$ cat config.mk
export PLATFORM = sky130hd
export DESIGN_NAME = tbase_top
export DESIGN_NICKNAME = d
export VERILOG_FILES = /design/src/rtl/tbase_pkg.sv /design/src/rtl/tbase_counter.sv /design/src/rtl/tbase_cmp_frame.sv /design/src/rtl/tbase_regs.sv /design/src/rtl/tbase_top.sv
export SDC_FILE = /design/constraint.sdc
export NUM_CORES = 1
export LEC_CHECK = 0
export CORE_UTILIZATION = 23
export DETAILED_ROUTE_END_ITERATION = 12
export PLACE_DENSITY = 0.36
export SYNTH_ARGS = -nofsm -noshare
export SYNTH_HDL_FRONTEND = slang
export SYNTH_SLANG_ARGS = --single-unit
$ cat constraint.sdc
create_clock -name clk -period 5.1 [get_ports clk]
set_input_delay 1.275 -clock clk [delete_from_list [all_inputs] [get_ports clk]]
set_output_delay 1.275 -clock clk [all_outputs]
set_load 0.05 [all_outputs]
$ cat src/rtl/tbase_pkg.sv
package tbase_pkg;

    // Word addresses of the register port
    localparam int unsigned A_CTRL       = 0;
    localparam int unsigned A_CTRL2      = 1;
    localparam int unsigned A_STAT       = 2;
    localparam int unsigned A_CNT_LO     = 3;
    localparam int unsigned A_CNT_HI     = 4;
    localparam int unsigned A_FID_BASE   = 5;
    localparam int unsigned NUM_FID      = 3;
    localparam int unsigned A_FRAME0     = 8;
    localparam int unsigned FRAME_STRIDE = 4;
    localparam int unsigned OFF_THR_LO   = 0;
    localparam int unsigned OFF_THR_HI   = 1;
    localparam int unsigned OFF_FCTL     = 2;

    // Control bit positions (software visible)
    localparam int unsigned B_EN       = 0;
    localparam int unsigned B_HALT     = 1;
    localparam int unsigned B_REQ_BASE = 8;
    localparam int unsigned B_REQ_ALT  = 9;

    typedef enum logic {
        MODE_BASE = 1'b0,
        MODE_ALT  = 1'b1
    } mode_e;

    typedef struct packed {
        logic en;
        logic halt;
        logic req_base;
        logic req_alt;
    } ctrl_t;

    typedef struct packed {
        logic en;
        logic mask;
    } fctl_t;

    typedef struct packed {
        logic thr_lo;
        logic thr_hi;
        logic fctl;
    } fwr_t;

    localparam ctrl_t CTRL_RESET = '{en: 1'b0, halt: 1'b0, req_base: 1'b1, req_alt: 1'b0};

    function automatic logic [31:0] ctrl_to_word(ctrl_t c);
        logic [31:0] w;
        w             = '0;
        w[B_EN]       = c.en;
        w[B_HALT]     = c.halt;
        w[B_REQ_BASE] = c.req_base;
        w[B_REQ_ALT]  = c.req_alt;
        return w;
    endfunction

    function automatic ctrl_t word_to_ctrl(logic [31:0] w);
        ctrl_t c;
        c.en       = w[B_EN];
        c.halt     = w[B_HALT];
        c.req_base = w[B_REQ_BASE];
        c.req_alt  = w[B_REQ_ALT];
        return c;
    endfunction

    function automatic logic want_alt_sw(ctrl_t c);
        return c.req_alt & ~c.req_base;
    endfunction

    function automatic int unsigned frame_addr(int unsigned k, int unsigned off);
        return A_FRAME0 + k * FRAME_STRIDE + off;
    endfunction

endpackage

$ cat src/rtl/tbase_counter.sv
module tbase_counter
    import tbase_pkg::*;
(
    input  logic        clk,
    input  logic        rst,
    input  ctrl_t       ctrl,
    input  logic        hw_sel,
    input  logic        hw_alt_req,
    input  logic        base_tick,
    input  logic        alt_tick,
    input  logic        dbg_active,
    input  logic        wr_lo,
    input  logic        wr_hi,
    input  logic [31:0] wdata,
    output logic [63:0] count,
    output logic        alt_active
);

    localparam int unsigned ACK_STAGES = 2;

    logic                  want_alt;
    logic [ACK_STAGES-1:0] ack_pipe;
    mode_e                 mode;
    logic                  tick_sel;
    logic                  step;
    logic [63:0]           count_next;

    assign want_alt   = hw_sel ? hw_alt_req : want_alt_sw(ctrl);
    assign alt_active = ack_pipe[ACK_STAGES-1];
    assign mode       = alt_active ? MODE_ALT : MODE_BASE;

    always_ff @(posedge clk) begin
        if (rst) ack_pipe <= '0;
        else     ack_pipe <= {ack_pipe[ACK_STAGES-2:0], want_alt};
    end

    always_comb begin
        unique case (mode)
            MODE_ALT:  tick_sel = alt_tick;
            default:   tick_sel = base_tick;
        endcase
        step = ctrl.en && tick_sel && !(ctrl.halt && dbg_active);
    end

    always_comb begin
        if (wr_lo)      count_next = {count[63:32], wdata};
        else if (wr_hi) count_next = {wdata, count[31:0]};
        else            count_next = count + 64'(step);
    end

    always_ff @(posedge clk) begin
        if (rst) count <= '0;
        else     count <= count_next;
    end

    // Cycles since reset, saturating; used to keep history checks inside valid time
    logic [1:0] age;
    always_ff @(posedge clk) begin
        if (rst)              age <= '0;
        else if (age != 2'd3) age <= age + 2'd1;
    end

    a_r2_count_step: assert property (@(posedge clk) disable iff (rst)
        (step && !wr_lo && !wr_hi) |=> (count == $past(count) + 64'd1));

    a_r2_count_hold: assert property (@(posedge clk) disable iff (rst)
        (!ctrl.en && !wr_lo && !wr_hi) |=> $stable(count));

    a_r4_debug_freeze: assert property (@(posedge clk) disable iff (rst)
        (ctrl.halt && dbg_active && !wr_lo && !wr_hi) |=> $stable(count));

    a_r5_ack_delay: assert property (@(posedge clk) disable iff (rst)
        (age == 2'd3) |-> (alt_active == $past(want_alt, 2)));

    a_r7_low_write: assert property (@(posedge clk) disable iff (rst)
        wr_lo |=> (count[31:0] == $past(wdata)));

endmodule

$ cat src/rtl/tbase_cmp_frame.sv
module tbase_cmp_frame
    import tbase_pkg::*;
(
    input  logic        clk,
    input  logic        rst,
    input  fwr_t        wr,
    input  logic [31:0] wdata,
    input  logic        alt_active,
    input  logic [63:0] count,
    output logic [31:0] thr_lo_word,
    output logic [31:0] thr_hi_word,
    output logic [31:0] fctl_word,
    output logic        irq
);

    logic [63:0] thr;
    fctl_t       fctl;
    logic        status;
    logic        thr_open;

    assign thr_open = !alt_active;

    always_ff @(posedge clk) begin
        if (rst) begin
            thr  <= '0;
            fctl <= '0;
        end else begin
            if (wr.thr_lo && thr_open) thr[31:0]  <= wdata;
            if (wr.thr_hi && thr_open) thr[63:32] <= wdata;
            if (wr.fctl) begin
                fctl.en   <= wdata[0];
                fctl.mask <= wdata[1];
            end
        end
    end

    assign status      = fctl.en && (count >= thr);
    assign irq         = status && !fctl.mask;
    assign thr_lo_word = thr[31:0];
    assign thr_hi_word = thr[63:32];
    assign fctl_word   = {29'd0, status, fctl.mask, fctl.en};

    a_r10_lock_lo: assert property (@(posedge clk) disable iff (rst)
        (alt_active && wr.thr_lo) |=> $stable(thr_lo_word));

    a_r10_lock_hi: assert property (@(posedge clk) disable iff (rst)
        (alt_active && wr.thr_hi) |=> $stable(thr_hi_word));

    a_r9_masked_quiet: assert property (@(posedge clk) disable iff (rst)
        (wr.fctl && wdata[1]) |=> !irq);

endmodule

$ cat src/rtl/tbase_regs.sv
module tbase_regs
    import tbase_pkg::*;
#(
    parameter int unsigned ADDR_W     = 5,
    parameter int unsigned NUM_FRAMES = 2,
    parameter logic [31:0] FREQ_ID0   = 32'd24000000,
    parameter logic [31:0] FREQ_ID1   = 32'd32768,
    parameter logic [31:0] FREQ_ID2   = 32'd0
) (
    input  logic                         clk,
    input  logic                         rst,
    input  logic                         bus_wr,
    input  logic [ADDR_W-1:0]            bus_addr,
    input  logic [31:0]                  bus_wdata,
    output logic [31:0]                  bus_rdata,
    output ctrl_t                        ctrl,
    output logic                         hw_sel,
    input  logic                         alt_active,
    input  logic [63:0]                  count,
    output logic                         cnt_wr_lo,
    output logic                         cnt_wr_hi,
    output fwr_t [NUM_FRAMES-1:0]        frm_wr,
    input  logic [NUM_FRAMES-1:0][31:0]  frm_lo,
    input  logic [NUM_FRAMES-1:0][31:0]  frm_hi,
    input  logic [NUM_FRAMES-1:0][31:0]  frm_ctl
);

    localparam int unsigned LAST_ADDR = A_FRAME0 + NUM_FRAMES * FRAME_STRIDE - 1;

    initial begin
        if (LAST_ADDR >= (1 << ADDR_W))
            $error("ADDR_W too small for NUM_FRAMES");
    end

    function automatic logic [31:0] fid_value(int unsigned i);
        case (i)
            0:       return FREQ_ID0;
            1:       return FREQ_ID1;
            default: return FREQ_ID2;
        endcase
    endfunction

    function automatic logic hit(logic [ADDR_W-1:0] a, int unsigned target);
        return a == ADDR_W'(target);
    endfunction

    logic wr_ctrl, wr_ctrl2;

    assign wr_ctrl   = bus_wr && hit(bus_addr, A_CTRL);
    assign wr_ctrl2  = bus_wr && hit(bus_addr, A_CTRL2);
    assign cnt_wr_lo = bus_wr && hit(bus_addr, A_CNT_LO);
    assign cnt_wr_hi = bus_wr && hit(bus_addr, A_CNT_HI);

    always_ff @(posedge clk) begin
        if (rst) begin
            ctrl   <= CTRL_RESET;
            hw_sel <= 1'b0;
        end else begin
            if (wr_ctrl)  ctrl   <= word_to_ctrl(bus_wdata);
            if (wr_ctrl2) hw_sel <= bus_wdata[0];
        end
    end

    for (genvar k = 0; k < NUM_FRAMES; k++) begin : g_frame_dec
        assign frm_wr[k].thr_lo = bus_wr && hit(bus_addr, frame_addr(k, OFF_THR_LO));
        assign frm_wr[k].thr_hi = bus_wr && hit(bus_addr, frame_addr(k, OFF_THR_HI));
        assign frm_wr[k].fctl   = bus_wr && hit(bus_addr, frame_addr(k, OFF_FCTL));
    end

    always_comb begin
        bus_rdata = '0;
        if (hit(bus_addr, A_CTRL))   bus_rdata = ctrl_to_word(ctrl);
        if (hit(bus_addr, A_CTRL2))  bus_rdata = {31'd0, hw_sel};
        if (hit(bus_addr, A_STAT))   bus_rdata = {31'd0, alt_active};
        if (hit(bus_addr, A_CNT_LO)) bus_rdata = count[31:0];
        if (hit(bus_addr, A_CNT_HI)) bus_rdata = count[63:32];
        for (int unsigned i = 0; i < NUM_FID; i++) begin
            if (hit(bus_addr, A_FID_BASE + i)) bus_rdata = fid_value(i);
        end
        for (int unsigned k = 0; k < NUM_FRAMES; k++) begin
            if (hit(bus_addr, frame_addr(k, OFF_THR_LO))) bus_rdata = frm_lo[k];
            if (hit(bus_addr, frame_addr(k, OFF_THR_HI))) bus_rdata = frm_hi[k];
            if (hit(bus_addr, frame_addr(k, OFF_FCTL)))   bus_rdata = frm_ctl[k];
        end
    end

    a_r12_ctrl_write: assert property (@(posedge clk) disable iff (rst)
        wr_ctrl |=> (ctrl.req_alt == $past(bus_wdata[B_REQ_ALT])));

endmodule

$ cat src/rtl/tbase_top.sv
module tbase_top
    import tbase_pkg::*;
#(
    parameter int unsigned ADDR_W     = 5,
    parameter int unsigned NUM_FRAMES = 2,
    parameter logic [31:0] FREQ_ID0   = 32'd24000000,
    parameter logic [31:0] FREQ_ID1   = 32'd32768,
    parameter logic [31:0] FREQ_ID2   = 32'd0
) (
    input  logic                  clk,
    input  logic                  rst,
    input  logic                  base_tick,
    input  logic                  alt_tick,
    input  logic                  dbg_active,
    input  logic                  hw_alt_req,
    input  logic                  bus_wr,
    input  logic [ADDR_W-1:0]     bus_addr,
    input  logic [31:0]           bus_wdata,
    output logic [31:0]           bus_rdata,
    output logic                  alt_active,
    output logic [63:0]           count_val,
    output logic [NUM_FRAMES-1:0] cmp_irq
);

    ctrl_t                        ctrl;
    logic                         hw_sel;
    logic                         cnt_wr_lo, cnt_wr_hi;
    fwr_t [NUM_FRAMES-1:0]        frm_wr;
    logic [NUM_FRAMES-1:0][31:0]  frm_lo, frm_hi, frm_ctl;

    tbase_regs #(
        .ADDR_W     (ADDR_W),
        .NUM_FRAMES (NUM_FRAMES),
        .FREQ_ID0   (FREQ_ID0),
        .FREQ_ID1   (FREQ_ID1),
        .FREQ_ID2   (FREQ_ID2)
    ) u_regs (
        .clk        (clk),
        .rst        (rst),
        .bus_wr     (bus_wr),
        .bus_addr   (bus_addr),
        .bus_wdata  (bus_wdata),
        .bus_rdata  (bus_rdata),
        .ctrl       (ctrl),
        .hw_sel     (hw_sel),
        .alt_active (alt_active),
        .count      (count_val),
        .cnt_wr_lo  (cnt_wr_lo),
        .cnt_wr_hi  (cnt_wr_hi),
        .frm_wr     (frm_wr),
        .frm_lo     (frm_lo),
        .frm_hi     (frm_hi),
        .frm_ctl    (frm_ctl)
    );

    tbase_counter u_counter (
        .clk        (clk),
        .rst        (rst),
        .ctrl       (ctrl),
        .hw_sel     (hw_sel),
        .hw_alt_req (hw_alt_req),
        .base_tick  (base_tick),
        .alt_tick   (alt_tick),
        .dbg_active (dbg_active),
        .wr_lo      (cnt_wr_lo),
        .wr_hi      (cnt_wr_hi),
        .wdata      (bus_wdata),
        .count      (count_val),
        .alt_active (alt_active)
    );

    for (genvar k = 0; k < NUM_FRAMES; k++) begin : g_frame
        tbase_cmp_frame u_frame (
            .clk         (clk),
            .rst         (rst),
            .wr          (frm_wr[k]),
            .wdata       (bus_wdata),
            .alt_active  (alt_active),
            .count       (count_val),
            .thr_lo_word (frm_lo[k]),
            .thr_hi_word (frm_hi[k]),
            .fctl_word   (frm_ctl[k]),
            .irq         (cmp_irq[k])
        );
    end

endmodule

==> flow_summary.json <==
{
  "first_pass_iters": 5,
  "clk_path_buf_depth": 3,
  "post-route-worst-setup-slack_ns": 0.1509,
  "port_buffers": 142,
  "worstSkewPairLatency_ns": 0.57,
  "gp_congestion": 0.8275,
  "syn2layout_area_growth_pct": 30.12,
  "grt_setup_unrepaired": "false",
  "grt-ovfl-total": 0,
  "critPathKind": "in2out",
  "cp-end-kind": "output pin",
  "fill_cells": 6175,
  "cts-htree-levels": 1,
  "postCtsHoldBufs": 0,
  "hpwl_um": 47090,
  "async_reset_ff_share_pct": 0,
  "synth_edf_count": 0,
  "wl_per_cell_um": 23.27,
  "drc": 0,
  "powerDensity_mw_per_mm2": 231.1,
  "die-area_mm2": 0.05845,
  "initial_core_util_pct": 23.36,
  "crit_required_ns": 3.83,
  "yosysWarningCount": 0,
  "drt_wl_total_um": 64430,
  "antenna_cells": 0,
  "syn_nets": 1999,
  "antenna_left": 0,
  "crit_fanout": 12,
  "clock_sinks": 203,
  "r2r_setup_slack_ns": 1.53,
  "final.period_utilization_pct": 97.04,
  "max_cap_viol_count": 0,
  "path_clk_slew_ns": 0.06,
  "status": "finished, final reports clean",
  "cts_root_buf": "clkbuf_16",
  "relSlewSlack_pct": 21.82,
  "cp_num_buf_inv": 3,
  "dieWidth_um": 241.8,
  "path_delay_family": "buffers and inverters",
  "numCtsBuffers": 28,
  "avgSynthCellArea_um2": 7.245,
  "synth-seq-area-share_pct": 30.74,
  "critPathArrivalTime_ns": 3.67,
  "grt.total_usage_pct": 21.43,
  "synth_area_mm2": 0.01322,
  "fin_nets": 2169,
  "antenna_found_initial": 1,
  "grt_max_degree": 122,
  "die_y_um": 241.8,
  "path_cells": "clkdlybuf4s50_1 -> or3b_1 -> nor3_4 -> buf_4 -> a21oi_1 -> a21oi_1 -> a221o_1 -> buf_4",
  "core_area_mm2": 0.05660,
  "peakVddDrop_mv": 0.2535,
  "worst_slew_pin_slew_ns": 1.173,
  "cp_slowest_cell": "clkdlybuf4s50_1",
  "fmax_ghz": 0.2021,
  "final_hold_viol_count": 0,
  "maxSlewViolCount": 0,
  "synthesis.instances": 1825,
  "dp_slack_ns": 0.1625,
  "start_kind": "primary input",
  "final_layout_size_suffix_gt1_share_pct": 11.08,
  "finalSetupViolCount": 0,
  "hold_class": "reg2reg",
  "tritoncts": "yes",
  "final.setup.tns_ns": 0,
  "num_rows": 87,
  "power.static_leakage_nw": 6.184,
  "ys_seq_elements": 203,
  "first_global_vias": 13828,
  "via_per_inst": 5.150,
  "fin_worst_skew_ns": 0.02238,
  "synthDistinctLibCells": 67,
  "ios": 143,
  "vias": 14260,
  "p_total_mw": 3.976,
  "cpPeakStageDelay_ns": 0.53,
  "final_util_pct": 30.39,
  "layout_min_cycle_time_ns": 4.949,
  "synthFlopType": "dfxtp_1",
  "grt_pass1_wl_um": 94940,
  "drt-initial-drc-count": 1228
}
-- path summary, 6_finish.rpt --
path / end / from / cells past startpoint
worst min-delay path: g_frame[0].u_frame.thr[40]$_SDFFE_PP0P_ / g_frame[0].u_frame.thr[40]$_SDFFE_PP0P_ / 2
worst max-delay path: bus_rdata[9] / bus_addr[0] / 8
worst min register to register: g_frame[0].u_frame.thr[40]$_SDFFE_PP0P_ / g_frame[0].u_frame.thr[40]$_SDFFE_PP0P_ / 2
worst max register to register: u_counter.count[42]$_SDFFE_PP0N_ / u_counter.ack_pipe[1]$_SDFF_PP0_ / 13
-- state kept, by name, summed over array words and instances, names as in the netlist --
| signal | count |
|---|---|
| g_frame.u_frame.thr | 128 |
| g_frame.u_frame.fctl_word | 4 |
| u_regs.hw_sel | 1 |
| u_regs.ctrl | 4 |
| u_counter.count | 64 |
| u_counter.ack_pipe | 2 |
-- stage by stage --
stage,hold WS (ns),cell area (µm²),cells
finish,0.4562,17200,2769
global route,0.4764,17200,2769
CTS,0.4556,17190,2769
detailed placement,0.4475,16280,2721
global placement,0.4405,16280,2721
floorplan,0.4138,13220,1825
-- cells in the final DEF (no fill, tap or decap), types with 10 or more instances in the layout --
master           instances
clkbuf_16               29
and3_1                  15
dfxtp_1                202
a221o_1                 13
a21oi_1                262
nand4_1                 40
a21o_1                  17
nand2_1                367
inv_1                  139
clkdlybuf4s50_1        107
ha_1                   130
a221oi_1                15
buf_12                  28
a31oi_1                 22
o21ai_0                 92
nor2_1                  83
nor3_1                  32
nand3_1                 57
nor4_1                  10
a22oi_1                 73
a211oi_1                13
buf_4                  118
-- synthesized netlist by cell type (17+ instances only) --
cell type | n | area share [%]
nor2_1 | 86 | 2.4
clkbuf_1 | 78 | 2.2
nand2_1 | 368 | 10
a21o_1 | 17 | 0.97
o21ai_0 | 93 | 3.5
a22oi_1 | 73 | 4.1
inv_1 | 139 | 3.9
nor3_1 | 36 | 1.4
ha_1 | 130 | 12
a21oi_1 | 262 | 9.9
dfxtp_1 | 203 | 31
a31oi_1 | 22 | 1.0
nand3_1 | 57 | 2.2
nand4_1 | 40 | 1.9
buf_2 | 25 | 0.95
-- report_power, final --
group          switching [mW]  internal (mW)
combinational           0.254          0.134
clock                   0.797           1.18
sequential             0.0137           1.60
-- final cells by class --
class	instances	area, µm²	share of cell area (%)
Clock buffer	44	852.1	4.953
Timing Repair Buffer	255	2540	14.76
Multi-Input combinational cell	1368	8234	47.86
Inverter	139	521.8	3.033
Clock inverter	4	45.04	0.2618
Sequential cell	203	4065	23.63
Tap cell	756	945.9	5.498
-- cells by family (layout without fill, tap and decap cells) --
| group | Yosys count | after routing | share of synthesized area [%] |
|---|---|---|---|
| xor gates and xnor gates | 1 | 1 | 0.06626 |
| DFF | 203 | 203 | 30.74 |
| buffers and inverters | 254 | 442 | 7.618 |
| muxes | 3 | 3 | 0.2366 |
| AOI/OAI and AO/OA | 564 | 564 | 25.85 |
| and+or+nand+nor | 670 | 670 | 23.19 |
| adders and majority gates | 130 | 130 | 12.30 |
-- routing by layer --
layer | global-route usage [%] | part of all wire (%)
met5 | 0 | 0
met4 | 3.835 | 1.6
met3 | 2.819 | 5.1
met2 | 34.55 | 46
met1 | 30.50 | 48
-- worst reg2reg max path, cell delays in order, from the launching register on --
cell	delay (ns)
dfxtp_1	0.46
nor2_1	0.07
a211oi_1	0.39
ha_1	0.32
ha_1	0.23
nand3_2	0.20
nor4_4	0.31
buf_4	0.24
and2_4	0.21
and4_1	0.27
nor2b_1	0.35
o21ai_0	0.13
a2bb2oi_1	0.22
nor2_1	0.05
-- timing repair --
item | 4_1_cts | 5_1_grt
resized for setup | 2 | 5
buffers inserted | 0 | 0
endpoints found under the setup margin | 1 | 3
endpoints found under the hold margin | 0 | 0
Power figures use the tool's default switching activity.
